**config.mk**
```make
export PLATFORM = sky130hd
export DESIGN_NAME = dlp_demux
export DESIGN_NICKNAME = d
export VERILOG_FILES = /design/src/rtl/dlp_pkg.sv /design/src/rtl/dlp_loop_rx.sv /design/src/rtl/dlp_fifo.sv /design/src/rtl/dlp_pair_merge.sv /design/src/rtl/dlp_demux.sv
export SDC_FILE = /design/constraint.sdc
export NUM_CORES = 1
export LEC_CHECK = 0
export BUFFER_PORTS_ARGS = -buffer_cell sky130_fd_sc_hd__buf_2
export CORE_MARGIN = 2
export CORE_UTILIZATION = 50
export DETAILED_ROUTE_END_ITERATION = 16
export PLACE_DENSITY = 0.75
export RECOVER_POWER = 50
export SYNTH_ARGS = -nofsm -noshare
export SYNTH_HDL_FRONTEND = slang
export SYNTH_HIERARCHICAL = 1
export SYNTH_SLANG_ARGS = --single-unit
export TNS_END_PERCENT = 20
```
**constraint.sdc**
```tcl
create_clock -name clk -period 3.4 [get_ports clk]
set_input_delay 0.68 -clock clk [delete_from_list [all_inputs] [get_ports clk]]
set_output_delay 0.68 -clock clk [all_outputs]
set_load 0.1 [all_outputs]
```
**src/rtl/dlp_pkg.sv**
```systemverilog
package dlp_pkg;
  typedef enum logic [1:0] {ST_HUNT, ST_CONFIRM, ST_LOCKED} sync_st_e;

  localparam int CRC_W = 6;

  function automatic logic [CRC_W-1:0] crc_step(input logic [CRC_W-1:0] c,
                                                input logic d,
                                                input logic [CRC_W-1:0] poly);
    logic fb;
    fb = c[CRC_W-1] ^ d;
    return {c[CRC_W-2:0], 1'b0} ^ (fb ? poly : '0);
  endfunction
endpackage

```
**src/rtl/dlp_loop_rx.sv**
```systemverilog
module dlp_loop_rx
  import dlp_pkg::*;
#(
  parameter int SYNC_LEN = 8,
  parameter logic [SYNC_LEN-1:0] SYNC_WORD = 8'hB2,
  parameter int PAY_LEN = 8,
  parameter int DL_LEN = 2,
  parameter logic [CRC_W-1:0] CRC_POLY = 6'h03
) (
  input  logic               clk,
  input  logic               rst_n,
  input  logic               bit_i,
  input  logic               en_i,
  output logic               locked_o,
  output logic               inv_o,
  output logic               frm_valid_o,
  output logic               frm_id_o,
  output logic [PAY_LEN-1:0] frm_pay_o,
  output logic [DL_LEN-1:0]  frm_dl_o,
  output logic               crc_err_o
);
  localparam int FRAME_LEN = SYNC_LEN + 1 + PAY_LEN + DL_LEN + CRC_W;
  localparam int PW = $clog2(FRAME_LEN);
  localparam logic [PW-1:0] P_SEND = PW'(SYNC_LEN - 1);
  localparam logic [PW-1:0] P_ID   = PW'(SYNC_LEN);
  localparam logic [PW-1:0] P_PLO  = PW'(SYNC_LEN + 1);
  localparam logic [PW-1:0] P_PHI  = PW'(SYNC_LEN + PAY_LEN);
  localparam logic [PW-1:0] P_DHI  = PW'(SYNC_LEN + PAY_LEN + DL_LEN);
  localparam logic [PW-1:0] P_LAST = PW'(FRAME_LEN - 1);

  sync_st_e            st;
  logic                inv;
  logic [1:0]          miss;
  logic [PW-1:0]       pos, pos_inc, npos;
  logic [SYNC_LEN-1:0] win, win_n;
  logic                hit_pos, hit_neg, hit_cur, d;
  logic [CRC_W-1:0]    crc, rxc;
  logic [PAY_LEN-1:0]  pay;
  logic [DL_LEN-1:0]   dl;
  logic                id;

  always_comb begin
    win_n   = {win[SYNC_LEN-2:0], bit_i};
    hit_pos = (win_n == SYNC_WORD);
    hit_neg = (win_n == ~SYNC_WORD);
    hit_cur = inv ? hit_neg : hit_pos;
    pos_inc = (pos == P_LAST) ? '0 : pos + 1'b1;
    if (st == ST_HUNT) npos = (hit_pos || hit_neg) ? P_SEND : pos;
    else               npos = pos_inc;
    d = bit_i ^ inv;
  end

  always_ff @(posedge clk) begin
    if (!rst_n) begin
      st <= ST_HUNT;
      inv <= 1'b0;
      miss <= '0;
      pos <= '0;
      win <= '0;
      crc <= '0;
      rxc <= '0;
      pay <= '0;
      dl <= '0;
      id <= 1'b0;
      frm_valid_o <= 1'b0;
      frm_id_o <= 1'b0;
      frm_pay_o <= '0;
      frm_dl_o <= '0;
      crc_err_o <= 1'b0;
    end else begin
      frm_valid_o <= 1'b0;
      crc_err_o <= 1'b0;
      if (en_i) begin
        win <= win_n;
        pos <= npos;
        if (npos == P_SEND) crc <= '0;
        unique case (st)
          ST_HUNT: if (hit_pos || hit_neg) begin
            st <= ST_CONFIRM;
            inv <= hit_neg;
          end
          ST_CONFIRM: if (npos == P_SEND) begin
            st <= hit_cur ? ST_LOCKED : ST_HUNT;
            miss <= '0;
          end
          ST_LOCKED: if (npos == P_SEND) begin
            if (hit_cur) miss <= '0;
            else if (miss == 2'd2) begin
              st <= ST_HUNT;
              miss <= '0;
            end else miss <= miss + 1'b1;
          end
          default: st <= ST_HUNT;
        endcase
        if (st == ST_LOCKED) begin
          if (npos >= P_ID && npos <= P_DHI) crc <= crc_step(crc, d, CRC_POLY);
          if (npos == P_ID) id <= d;
          if (npos >= P_PLO && npos <= P_PHI) pay <= (pay << 1) | PAY_LEN'(d);
          if (npos > P_PHI && npos <= P_DHI) dl <= (dl << 1) | DL_LEN'(d);
          if (npos > P_DHI) rxc <= {rxc[CRC_W-2:0], d};
          if (npos == P_LAST) begin
            frm_valid_o <= 1'b1;
            frm_id_o <= id;
            frm_pay_o <= pay;
            frm_dl_o <= dl;
            crc_err_o <= ({rxc[CRC_W-2:0], d} != crc);
          end
        end
      end
    end
  end

  assign locked_o = (st == ST_LOCKED);
  assign inv_o = inv && locked_o;
endmodule

```
**src/rtl/dlp_fifo.sv**
```systemverilog
module dlp_fifo #(
  parameter int W = 16,
  parameter int DEPTH = 4
) (
  input  logic         clk,
  input  logic         rst_n,
  input  logic         wr_en,
  input  logic [W-1:0] wr_data,
  output logic         rd_valid,
  input  logic         rd_ready,
  output logic [W-1:0] rd_data
);
  localparam int AW = $clog2(DEPTH);

  logic [W-1:0] mem [DEPTH];
  logic [AW:0]  wp, rp;
  logic         full, do_wr, do_rd;

  assign full     = (wp[AW] != rp[AW]) && (wp[AW-1:0] == rp[AW-1:0]);
  assign rd_valid = (wp != rp);
  assign rd_data  = mem[rp[AW-1:0]];
  assign do_wr    = wr_en && !full;
  assign do_rd    = rd_valid && rd_ready;

  always_ff @(posedge clk) begin
    if (!rst_n) begin
      wp <= '0;
      rp <= '0;
    end else begin
      if (do_wr) wp <= wp + 1'b1;
      if (do_rd) rp <= rp + 1'b1;
    end
  end

  always_ff @(posedge clk) begin
    if (do_wr) mem[wp[AW-1:0]] <= wr_data;
  end
endmodule

```
**src/rtl/dlp_pair_merge.sv**
```systemverilog
module dlp_pair_merge #(
  parameter int PAY_LEN = 8
) (
  input  logic                 clk,
  input  logic                 rst_n,
  input  logic [1:0]           frm_valid,
  input  logic [1:0]           frm_id,
  input  logic [PAY_LEN-1:0]   pay0,
  input  logic [PAY_LEN-1:0]   pay1,
  output logic                 push,
  output logic [2*PAY_LEN-1:0] word,
  output logic                 swapped
);
  logic [1:0]         hv, hid;
  logic [PAY_LEN-1:0] hp0, hp1;

  assign push = &hv;
  assign word = hid[0] ? {hp1, hp0} : {hp0, hp1};

  always_ff @(posedge clk) begin
    if (!rst_n) begin
      hv <= '0;
      hid <= '0;
      hp0 <= '0;
      hp1 <= '0;
      swapped <= 1'b0;
    end else begin
      if (push) begin
        hv <= '0;
        swapped <= hid[0];
      end
      if (frm_valid[0]) begin
        hv[0] <= 1'b1;
        hid[0] <= frm_id[0];
        hp0 <= pay0;
      end
      if (frm_valid[1]) begin
        hv[1] <= 1'b1;
        hid[1] <= frm_id[1];
        hp1 <= pay1;
      end
    end
  end
endmodule

```
**src/rtl/dlp_demux.sv**
```systemverilog
module dlp_demux
  import dlp_pkg::*;
#(
  parameter int SYNC_LEN = 8,
  parameter logic [SYNC_LEN-1:0] SYNC_WORD = 8'hB2,
  parameter int PAY_LEN = 8,
  parameter int DL_LEN = 2,
  parameter logic [CRC_W-1:0] CRC_POLY = 6'h03,
  parameter int OUT_DEPTH = 4,
  parameter int DL_DEPTH = 4
) (
  input  logic                 clk,
  input  logic                 rst_n,
  input  logic [1:0]           line_bit,
  input  logic [1:0]           line_en,
  output logic                 out_valid,
  input  logic                 out_ready,
  output logic [2*PAY_LEN-1:0] out_data,
  output logic [1:0]           dl_valid,
  input  logic [1:0]           dl_ready,
  output logic [2*DL_LEN-1:0]  dl_data,
  output logic [1:0]           sync_locked,
  output logic [1:0]           polarity_inv,
  output logic                 loops_swapped,
  output logic [1:0]           crc_error
);
  logic [1:0]           frm_v, frm_id;
  logic [PAY_LEN-1:0]   frm_pay [2];
  logic [DL_LEN-1:0]    frm_dl [2];
  logic                 push;
  logic [2*PAY_LEN-1:0] word;

  for (genvar g = 0; g < 2; g++) begin : g_line
    dlp_loop_rx #(
      .SYNC_LEN(SYNC_LEN), .SYNC_WORD(SYNC_WORD), .PAY_LEN(PAY_LEN),
      .DL_LEN(DL_LEN), .CRC_POLY(CRC_POLY)
    ) u_rx (
      .clk(clk), .rst_n(rst_n), .bit_i(line_bit[g]), .en_i(line_en[g]),
      .locked_o(sync_locked[g]), .inv_o(polarity_inv[g]),
      .frm_valid_o(frm_v[g]), .frm_id_o(frm_id[g]), .frm_pay_o(frm_pay[g]),
      .frm_dl_o(frm_dl[g]), .crc_err_o(crc_error[g])
    );

    dlp_fifo #(.W(DL_LEN), .DEPTH(DL_DEPTH)) u_dlq (
      .clk(clk), .rst_n(rst_n), .wr_en(frm_v[g]), .wr_data(frm_dl[g]),
      .rd_valid(dl_valid[g]), .rd_ready(dl_ready[g]),
      .rd_data(dl_data[g*DL_LEN +: DL_LEN])
    );
  end

  dlp_pair_merge #(.PAY_LEN(PAY_LEN)) u_merge (
    .clk(clk), .rst_n(rst_n), .frm_valid(frm_v), .frm_id(frm_id),
    .pay0(frm_pay[0]), .pay1(frm_pay[1]), .push(push), .word(word),
    .swapped(loops_swapped)
  );

  dlp_fifo #(.W(2*PAY_LEN), .DEPTH(OUT_DEPTH)) u_outq (
    .clk(clk), .rst_n(rst_n), .wr_en(push), .wr_data(word),
    .rd_valid(out_valid), .rd_ready(out_ready), .rd_data(out_data)
  );
endmodule

```
# Word level (Yosys, flattened, before mapping)
# Memory sizes are Yosys's and may differ from the RTL's. A register that Yosys moved wholly into a read port is not among the register bits.
# Cells that the tools add are included.
[totals]
register_bits = 140
ramBits = 80
input_bits = 9
wordCells = 219
memories = 3
[memory_table]
columns = ["name", "words", "word_bits", "read_ports", "rd_clocked_by_memory_dff", "wr", "line_no", "text"]
rows = [
  ["u_outq.mem", 4, 16, 1, 1, 1, "dlp_fifo.sv:15", "logic [W-1:0] mem [DEPTH];"],
  ["g_line[0].u_dlq.mem", 4, 2, 1, 1, 1, "dlp_fifo.sv:15", ""],
  ["g_line[1].u_dlq.mem", 4, 2, 1, 1, 1, "dlp_fifo.sv:15", ""],
]
[classes]
addsub = 10
magnitude_cmp = 12
eq_ne = 38
mux = 58
bitwise = 10
n_reduce_logical = 48
[op_table]
columns = ["op", "count"]
rows = [
  ["two-way mux 2 bit", 29],
  ["AND reduction 3 bit", 13],
  ["two-way mux 6 bit", 6],
  ["two-way mux 5 bit", 6],
  ["== test 5 bit (second input constant)", 4],
  ["greater-or-equal comparator 5 x 4 -> 1 bit (second input constant)", 4],
  ["> comparator 5 bit (second input constant)", 4],
  ["less-or-equal comparator 5 bit (second input constant)", 4],
  ["adder 3 x 1 -> 3 bit (second input constant)", 6],
  ["logical AND 1 bit", 17],
  ["== test 8 x 7 -> 1 bit (second input constant)", 2],
  ["== test 8 bit (second input constant)", 2],
  ["two-way mux 16 bit", 1],
  ["inequality test 2 bit (second input constant)", 8],
  ["bitwise OR 8 x 1 -> 8 bit", 2],
  ["AND reduction 4 bit", 4],
  ["two-way mux 1 bit", 12],
  ["inequality test 6 bit", 2],
  ["one-hot mux 2 bit (3 select lines)", 2],
  ["AND reduction 6 bit", 2],
  ["bitwise XOR 6 bit", 2],
  ["adder 5 x 1 -> 5 bit (second input constant)", 2],
  ["== test 5 x 3 -> 1 bit (second input constant)", 2],
  ["inequality test 3 bit", 3],
  ["15 further kinds", 37],
]

# Logic depth before layout (Yosys ltp)
[depth]
ltp_word = 8
ltp_mapped = 10
ltp_nobuf = 9

# Modules after synthesis
# The synthesis kept the hierarchy.
[by_module_without_submodules]
columns = ["module", "n_inst", "cells_per_inst", "area_each_um2", "seq_area_each_um2"]
rows = [
  ["dlp_fifo (u_outq)", 1, 155, 2887.8, 2082.0],
  ["dlp_loop_rx (g_line[1].u_rx)", 1, 279, 2532.4, 1041.0],
  ["dlp_loop_rx (g_line[0].u_rx)", 1, 261, 2458.6, 1041.0],
  ["dlp_fifo (g_line[0].u_dlq ...)", 2, 81, 867.1, 400.4],
  ["dlp_pair_merge", 1, 84, 993.5, 400.4],
]

# Worst setup path after synthesis
# Ideal clock, no wire load.
[synth_path]
kind = "reg2out"
from = "register g_line[0].u_rx.st[0]"
to = "output port polarity_inv[0]"
arrival_ns = 2.800
path_slack_ns = -0.080
path_stages_with_launch = 4
cell_sequence = "dfxtp_1 clkbuf_1 nor2b_1 and2_1"
[synth_via]
elab_chain_cells = 2
[synth_rtl]
columns = ["element", "line_no", "text"]
rows = [
  ["from (decl)", "dlp_loop_rx.sv:31", "sync_st_e st;"],
  ["from (signal assigned)", "dlp_loop_rx.sv:83", "st <= hit_cur ? ST_LOCKED : ST_HUNT;"],
  ["== test 2 bit", "dlp_loop_rx.sv:113", "assign locked_o = (st == ST_LOCKED);"],
  ["via sync_locked[0]", "dlp_demux.sv:22", "output logic [1:0] sync_locked,"],
  ["logical AND 1 bit", "dlp_loop_rx.sv:114", "assign inv_o = inv && locked_o;"],
  ["to (decl)", "dlp_demux.sv:23", "output logic [1:0] polarity_inv,"],
]
# The timed path passes the listed nets, and every way through them passes these cells.

# Final worst setup path
[layout_path]
from = "register u_outq.wp[1]"
to = "output port out_valid"
[layout_via]
elab_chain_cells = 1
[layout_rtl]
columns = ["element", "line_no", "text"]
rows = [
  ["from (decl)", "dlp_fifo.sv:16", "logic [AW:0] wp, rp;"],
  ["from (signal assigned)", "dlp_fifo.sv:30", "if (do_wr) wp <= wp + 1'b1;"],
  ["inequality test 3 bit", "dlp_fifo.sv:20", "assign rd_valid = (wp != rp);"],
  ["to (decl)", "dlp_demux.sv:16", "output logic out_valid,"],
]
# Every way passes these cells.

==> results.json <==
{
  "grt_setup_unrepaired": "false",
  "p_sw_frac": 0.253,
  "fp-row-count": 53,
  "hold_viol_final": 0,
  "fin_crit_ps": 2870,
  "syn_nets": 961,
  "worstMarginPinSlew_ps": 1170,
  "fin_crit_sh": 0.844,
  "post-route-util": 0.552,
  "max_freq_ghz": 0.348,
  "grt_pass1_vias": 6656,
  "critical_path_class": "flop to output port",
  "peakVddDrop_mv": 0.268,
  "outcome": "completed",
  "postSynthCellCount": 933,
  "leakagePower_nw": 4.06,
  "path_cells": "xor2_1 -> or3_2 -> buf_2",
  "power_density_nw_per_um2": 510,
  "die_width_um": 149,
  "yosysWarnings": 6,
  "htreeDepth": 1,
  "gp_congestion": 0.863,
  "dp_hpwl_um": 12600,
  "cts_tree": "yes",
  "maxCapViolations": 0,
  "cpMaxStageDelayCell": "xor2_1",
  "skew_ps": 11.3,
  "syn_avg_cell_area_um2": 11.3,
  "core_um2": 20800,
  "p_sw_mw": 1.48,
  "cts_setup_buffers": 0,
  "diodes": 0,
  "layout-drive-gt1-share": 0.128,
  "vias": 6970,
  "syn_to_final_growth_pct": 9.22,
  "clock-root-buffer": "clkbuf_16",
  "setup_viol": 0,
  "cts_buffers": 23,
  "cts_resized": 0,
  "grt_max_degree": 50,
  "finalPower_mw": 5.86,
  "timing.slew.headroom": 0.224,
  "crit_fanout": 10,
  "antenna_found_initial": 0,
  "worst_ep_arrival_time_ps": 2190,
  "min_path_type": "flop to flop",
  "nets": 989,
  "vias_per_cell": 5.57,
  "cts_sinks": 226,
  "worstPathRequired_ps": 2720,
  "grt_overflow": 0,
  "initial_core_util": 0.506,
  "postCtsHoldBufs": 0,
  "grt_usage": 0.171,
  "worstSkewPairLatency_ps": 500,
  "grt_pass1_wl_um": 31700,
  "clkTransAtPathRegs_ps": 60,
  "power_frac_comb": 0.106,
  "die_area_um2": 22200,
  "startpoint_type": "flop",
  "synth_area_um2": 10500,
  "io_pins": 39,
  "intPower_mw": 4.38,
  "drtAntennaViolNets": 0,
  "clk_path_buf_depth": 3,
  "finalMaxSlewViolations": 0,
  "detail_route.wl_per_cell_um": 15.0,
  "firstDrtPassIters": 5,
  "clock_power_share": 0.409,
  "pwr-share-seq": 0.484,
  "r2r_setup_slack_ps": 630,
  "die_h_um": 149,
  "cpPeakStageDelay_ps": 570,
  "fin_tns_setup_ps": 0,
  "crit_path_end_kind": "output port",
  "io_buffers": 38,
  "drt-initial-drc-count": 533,
  "wl_um": 18700,
  "drc": 0
}
worst max-delay path, delay by kind of cell, from the launching register on:
kind | cells | cell delay [ps]
xor gates and xnor gates | 1 | 570
buffers and inverters | 1 | 410
DFF | 1 | 480
and+or+nand+nor | 1 | 220
flip-flops by register name, summed over array words and instances, names as in the netlist, 3 cells and up, named ones only:
signal,cells
g_line.u_rx/frm_dl_o,4
g_line.u_dlq/wp,6
u_outq/wp,3
g_line.u_rx/pos,10
g_line.u_rx/miss,4
g_line.u_dlq/mem,16
g_line.u_rx/frm_pay_o,16
u_outq/rp,3
g_line.u_rx/rxc,10
g_line.u_rx/pay,16
u_merge/hp0,8
u_merge/hp1,8
g_line.u_rx/win,14
g_line.u_rx/st,4
g_line.u_dlq/rp,6
u_outq/mem,64
g_line.u_rx/crc,12
g_line.u_rx/dl,4
routing by layer:
metal  track usage  wire (um)  part of all wire  vias to the layer above
met5             0          0                 0                        -
met4        0.0448        284             0.015                        0
met3        0.0260        758             0.040                       26
met2         0.292       9080              0.48                      118
met1         0.227       8610              0.46                     3345
li1              -          -                 -                     3481
final cells by class:
| class | count | area, um2 |
|---|---|---|
| repair buffers | 49 | 256 |
| well taps | 275 | 344 |
| fillers | 1789 | 9320 |
| clock inverters | 12 | 113 |
| flip-flops and latches | 226 | 5330 |
| clock buffers | 29 | 608 |
| inverters | 34 | 128 |
| multi-input cells | 627 | 4720 |
final timing paths:
path | start | depth (start not counted) | to
worst max register to register | g_line[0].u_rx/st[0] | 7 | g_line[0].u_rx/miss[0]
worst min-delay path | g_line[1].u_rx/frm_pay_o[7] | 2 | g_line[1].u_rx/frm_pay_o[7]
worst max-delay path | u_outq/wp[1] | 3 | out_valid
worst min register to register | g_line[1].u_rx/frm_pay_o[7] | 2 | g_line[1].u_rx/frm_pay_o[7]
power groups by stage:
stage / clock (mW) / combinational, mW / sequential (mW)
final: 2.40 / 0.622 / 2.84
after global routing: 2.58 / 0.658 / 2.84
after CTS: 2.47 / 0.632 / 2.84
after detailed placement: 0 / 0.632 / 2.90
after global placement: 0 / 0.626 / 2.90
after floorplan: 0 / 0.561 / 2.89
placed cells by master, fill, tap and decap left out, drive strengths merged, types with 15 or more instances in the layout:
master	n
mux2i	86
inv	34
nand3	31
a21oi	15
dfxtp	146
nor2b	26
ha	19
mux2	17
xnor2	20
and2	23
buf	42
nand4	34
nand2	80
xor2	16
edfxtp	80
clkbuf	36
nor2	60
mux4	20
o21ai	39
through the flow:
stage               instances  instance area, um2  setup slack, ps  hold slack, ps
CTS                      1252               11600              500             462
detailed placement       1211               10900              404             450
floorplan                 933               10500              518             434
finish                   1252               11500              529             457
global route             1252               11500              410             477
global placement         1211               10900              481             445
(Power assumes the default switching activity.)
